<file path="config.mk">
export PLATFORM = sky130hd
export DESIGN_NAME = vga_scan_timer
export DESIGN_NICKNAME = d
export VERILOG_FILES = /design/src/rtl/vga_scan_timer.sv
export SDC_FILE = /design/constraint.sdc
export NUM_CORES = 1
export LEC_CHECK = 0
export ABC_CLOCK_PERIOD_IN_PS = 4150
export BUFFER_PORTS_ARGS = -buffer_cell sky130_fd_sc_hd__buf_2
export CAP_MARGIN = 5
export CORE_ASPECT_RATIO = 1.2
export CORE_MARGIN = 2
export CORE_UTILIZATION = 52
export DETAILED_ROUTE_END_ITERATION = 10
export GPL_TIMING_DRIVEN = 0
export PLACE_DENSITY = 0.9
export SLEW_MARGIN = 20
export SYNTH_ARGS = -nofsm -noshare
export SYNTH_HDL_FRONTEND = slang
export SYNTH_SLANG_ARGS = --single-unit
</file>
<file path="constraint.sdc">
create_clock -name clk -period 4.15 [get_ports clk]
set_input_delay 0.415 -clock clk [delete_from_list [all_inputs] [get_ports clk]]
set_output_delay 0.415 -clock clk [all_outputs]
set_load 0.02 [all_outputs]
</file>
<file path="src/rtl/vga_scan_timer.sv">
module vga_scan_timer #(
  parameter int H_VIS   = 640,
  parameter int H_FP    = 16,
  parameter int H_SYNC  = 96,
  parameter int H_BP    = 48,
  parameter int V_VIS   = 480,
  parameter int V_FP    = 10,
  parameter int V_SYNC  = 2,
  parameter int V_BP    = 33,
  parameter bit HS_HIGH = 1'b0,
  parameter bit VS_HIGH = 1'b0,
  parameter int CW      = 10
) (
  input  logic          clk,
  input  logic          rst_n,
  input  logic          pix_en,
  input  logic [7:0]    pix_rgb,
  output logic          hsync,
  output logic          vsync,
  output logic [CW-1:0] hpos,
  output logic [CW-1:0] vpos,
  output logic          video_on,
  output logic [2:0]    red,
  output logic [2:0]    green,
  output logic [1:0]    blue
);

  localparam int H_TOTAL = H_VIS + H_FP + H_SYNC + H_BP;
  localparam int V_TOTAL = V_VIS + V_FP + V_SYNC + V_BP;

  localparam logic [CW-1:0] H_LAST   = CW'(H_TOTAL - 1);
  localparam logic [CW-1:0] V_LAST   = CW'(V_TOTAL - 1);
  localparam logic [CW-1:0] H_VIS_C  = CW'(H_VIS);
  localparam logic [CW-1:0] V_VIS_C  = CW'(V_VIS);
  localparam logic [CW-1:0] HS_BEG   = CW'(H_VIS + H_FP);
  localparam logic [CW-1:0] HS_END   = CW'(H_VIS + H_FP + H_SYNC);
  localparam logic [CW-1:0] VS_BEG   = CW'(V_VIS + V_FP);
  localparam logic [CW-1:0] VS_END   = CW'(V_VIS + V_FP + V_SYNC);

  logic line_end;
  logic frame_end;
  logic hs_on;
  logic vs_on;

  assign line_end  = (hpos == H_LAST);
  assign frame_end = (vpos == V_LAST);

  always_ff @(posedge clk) begin
    if (!rst_n) begin
      hpos <= '0;
      vpos <= '0;
    end else if (pix_en) begin
      hpos <= line_end ? '0 : hpos + 1'b1;
      if (line_end)
        vpos <= frame_end ? '0 : vpos + 1'b1;
    end
  end

  assign hs_on    = (hpos >= HS_BEG) && (hpos < HS_END);
  assign vs_on    = (vpos >= VS_BEG) && (vpos < VS_END);
  assign hsync    = hs_on ? HS_HIGH : ~HS_HIGH;
  assign vsync    = vs_on ? VS_HIGH : ~VS_HIGH;
  assign video_on = (hpos < H_VIS_C) && (vpos < V_VIS_C);

  assign red   = video_on ? pix_rgb[7:5] : 3'd0;
  assign green = video_on ? pix_rgb[4:2] : 3'd0;
  assign blue  = video_on ? pix_rgb[1:0] : 2'd0;

  AST_RESET_ORIGIN: assert property (@(posedge clk)
    !rst_n |=> (hpos == '0) && (vpos == '0));

  AST_HOLD_IDLE: assert property (@(posedge clk) disable iff (!rst_n)
    !pix_en |=> $stable(hpos) && $stable(vpos));

  AST_H_WRAP: assert property (@(posedge clk) disable iff (!rst_n)
    (pix_en && hpos == H_LAST) |=> (hpos == '0));

  AST_H_RANGE: assert property (@(posedge clk) disable iff (!rst_n)
    hpos <= H_LAST);

  AST_V_ONLY_ON_WRAP: assert property (@(posedge clk) disable iff (!rst_n)
    (hpos != H_LAST) |=> $stable(vpos));

  AST_V_WRAP: assert property (@(posedge clk) disable iff (!rst_n)
    (pix_en && hpos == H_LAST && vpos == V_LAST) |=> (vpos == '0));

  AST_BLANK_RGB: assert property (@(posedge clk) disable iff (!rst_n)
    !video_on |-> (red == 3'd0) && (green == 3'd0) && (blue == 2'd0));

  AST_NO_VIDEO_IN_SYNC: assert property (@(posedge clk) disable iff (!rst_n)
    (hsync == HS_HIGH) |-> !video_on);

endmodule

</file>
==> results.md <==
- Status: finished clean
- GR Overflow Total: 0
- Post-CTS Setup Repair Bufs: 0
- CTS clock-pin slew for the worst setup and hold paths: 0.11 ns
- Worst Tran Pin Value: 0.6241 ns
- Critical path capture point type: primary output
- Drt first-iter violations: 30
- Initial antenna violation count: 0
- Critical path type: reg2out
- Commonest non-fill, non-tap cell in the layout: buf_2
- Top cells by area, synth: dfxtp_1, and2_1, ha_1, xnor2_1, a21oi_1
- Pwr per Cell Area: 239.2 mW/mm^2
- Commonest cells after routing, fill and taps aside: buf_2, dfxtp_1, and2_1
- Area leader, netlist: dfxtp_1
- DR vias/cell: 5.271
- Layout cell share with drive strength beyond 1: 0.3000
- Largest net degree at the start of global routing: 12
- Max rail drop VDD: 0.0001691 V
- Post-Syn Area per Cell: 8.455 um^2
- RSZ-0062 raised after global routing: no
- Worst-path fanout max: 9
- Fin. Hold Viols: 0
- Crit path launch type: register
- CP required: 3.73 ns
- Number of synthesized flops with an enable pin: 0
- Via count: 1107
- CTS Buf Count: 3
- Hold_buf cts: 0
- # setup viols final: 0
- # resized after CTS: 0
- Worst Hold Class: in2reg
- Synth Flop Type: dfxtp_1
- Pre-antenna DRT Iters: 4
- Initial core utilization: 0.5550
- Max Cap Viol: 0
- Cell row count: 18
- FILL cells: 189
- Gr usage total: 0.2212
- Async SR Flop Fraction: 0
- Seq/Total Area, Yosys: 0.3482
- Number of distinct library cells after synthesis: 36
- Clock Sinks: 20
- Synth top area share: 0.3482
- Final #Nets: 197
- WL per Instance: 12.39 um
- Post-Syn Area: 0.001150 mm^2
- Placed Area: 0.001388 mm^2
- IO Port Bufs: 40
- CORE AREA: 0.002072 mm^2
- Number of synthesis warnings: 0
- Die Span Y: 55.51 um
- Setup_tns: 0 ns
- Vias in the first global route: 1001
- First-pass GRT wire length: 4436 um
- Skew-Pair Late Insertion Delay: 0.30 ns
- Max Clk Rate: 454.6 MHz
- Die width: 46.93 um
- Minimum clock period: 2.200 ns
- Syn-to-layout area delta: 23.83%
- Leakage power: 0.6052 nW
- Synthesized net count: 152
- Post-Syn Instances: 136
- Final period util: 0.5300
- Worst Path Arrival: 1.78 ns
- Antenna-violating nets left: 0
- CTS tree: built
- Number of diodes: 0
- Post-synthesis register bit count: 20
- Final GP Congestion: 0.8519
- Max Buffers Root-to-Sink: 2
- Die ar.: 0.002605 mm^2
- Final WL: 2602 um
- Post-Layout Inst Area: 0.001424 mm^2
- DRC Markers: 0
- # IOs: 42
- Pins Over Slew Limit: 0
- Worst rel slew slack: 0.5812
- Fin Clk Skew: 0.005003 ns
- CTS Root Cell: clkbuf_4
- Final HPWL DP: 2049 um
- CTS H-tree depth: 1
==> registers in the layout, summed over array words and instances, names as in the netlist <==
signal  flops
hpos       10
vpos       10
==> report_power, final <==
part | total (mW) | switching (mW) | internal [mW]
clock | 0.111 | 0.0577 | 0.0535
sequential | 0.197 | 0.00335 | 0.194
combinational | 0.0321 | 0.0187 | 0.0133
==> metal layers <==
layer | GRT usage | vias to the layer above | routed length [um]
met5 | 0 | - | 0
met1 | 0.2681 | 507 | 1089
met3 | 0.04575 | 2 | 133
li1 | - | 564 | -
met2 | 0.3777 | 34 | 1365
met4 | 0.05952 | 0 | 14
==> kinds of logic (layout without fill, tap and decap cells) <==
family,after synthesis,count (layout),synth area share
multiplexers,1,1,0.008705
XOR/XNOR,9,9,0.06856
adder cells (fa/ha/maj),5,5,0.05441
AND/OR/NAND/NOR,69,69,0.3667
buffers and inverters,11,55,0.05331
flip-flops,20,20,0.3482
AO/OA/AOI/OAI,21,21,0.1001
==> cell usage after synthesis (2+ instances only) <==
| library cell | number |
|---|---|
| a21oi_1 | 8 |
| buf_6 | 2 |
| nor3_1 | 5 |
| inv_1 | 6 |
| nand2_1 | 10 |
| nand4_1 | 6 |
| nor4b_1 | 2 |
| nand3_1 | 6 |
| ha_1 | 5 |
| xor2_1 | 2 |
| nor2_1 | 8 |
| o21ai_0 | 8 |
| xnor2_1 | 7 |
| or3_1 | 6 |
| and2_1 | 12 |
| dfxtp_1 | 20 |
| or3_2 | 2 |
| and3_1 | 2 |
| nand4_2 | 2 |
==> path summary, 6_finish.rpt <==
| check | start | cells past startpoint | slack (ns) | endpoint |
|---|---|---|---|---|
| max | vpos[8] | 4 | 1.95 | blue[1] |
| min | rst_n | 2 | 0.39 | hpos[2] |
| max reg2reg | vpos[4] | 5 | 2.21 | vpos[6] |
| min reg2reg | vpos[0] | 2 | 0.51 | vpos[0] |
==> area by class of cell <==
class | count | area (um^2) | share of cell area
timing repair buffer | 40 | 200.2 | 0.1406
sequential | 20 | 400.4 | 0.2812
buffer | 5 | 38.79 | 0.02724
clock buffer | 4 | 36.28 | 0.02548
tap | 30 | 37.54 | 0.02636
multi-input combinational | 105 | 688.2 | 0.4833
inverter | 6 | 22.52 | 0.01582
==> critical path, stage by stage, from the launching register on <==
cell     delay (ns)
dfxtp_1        0.36
and4_1         0.25
nor3_1         0.50
and2_1         0.21
buf_2          0.16
==> stage by stage <==
step / util / instances / hold WS, ns / setup WS, ns / power (mW)
2_1_floorplan: - / 136 / 0.5367 / 2.021 / 0.2211
3_3_place_gp: 0.6697 / 206 / 0.4947 / 2.380 / 0.2327
3_5_place_dp: 0.6697 / 206 / 0.5051 / 2.237 / 0.2339
4_1_cts: 0.6872 / 210 / 0.3893 / 1.932 / 0.3422
5_1_grt: 0.6872 / 210 / 0.3926 / 1.779 / 0.3556
6_report: 0.6872 / 210 / 0.3886 / 1.950 / 0.3406
Note: power is estimated with default switching activity, not from simulation.
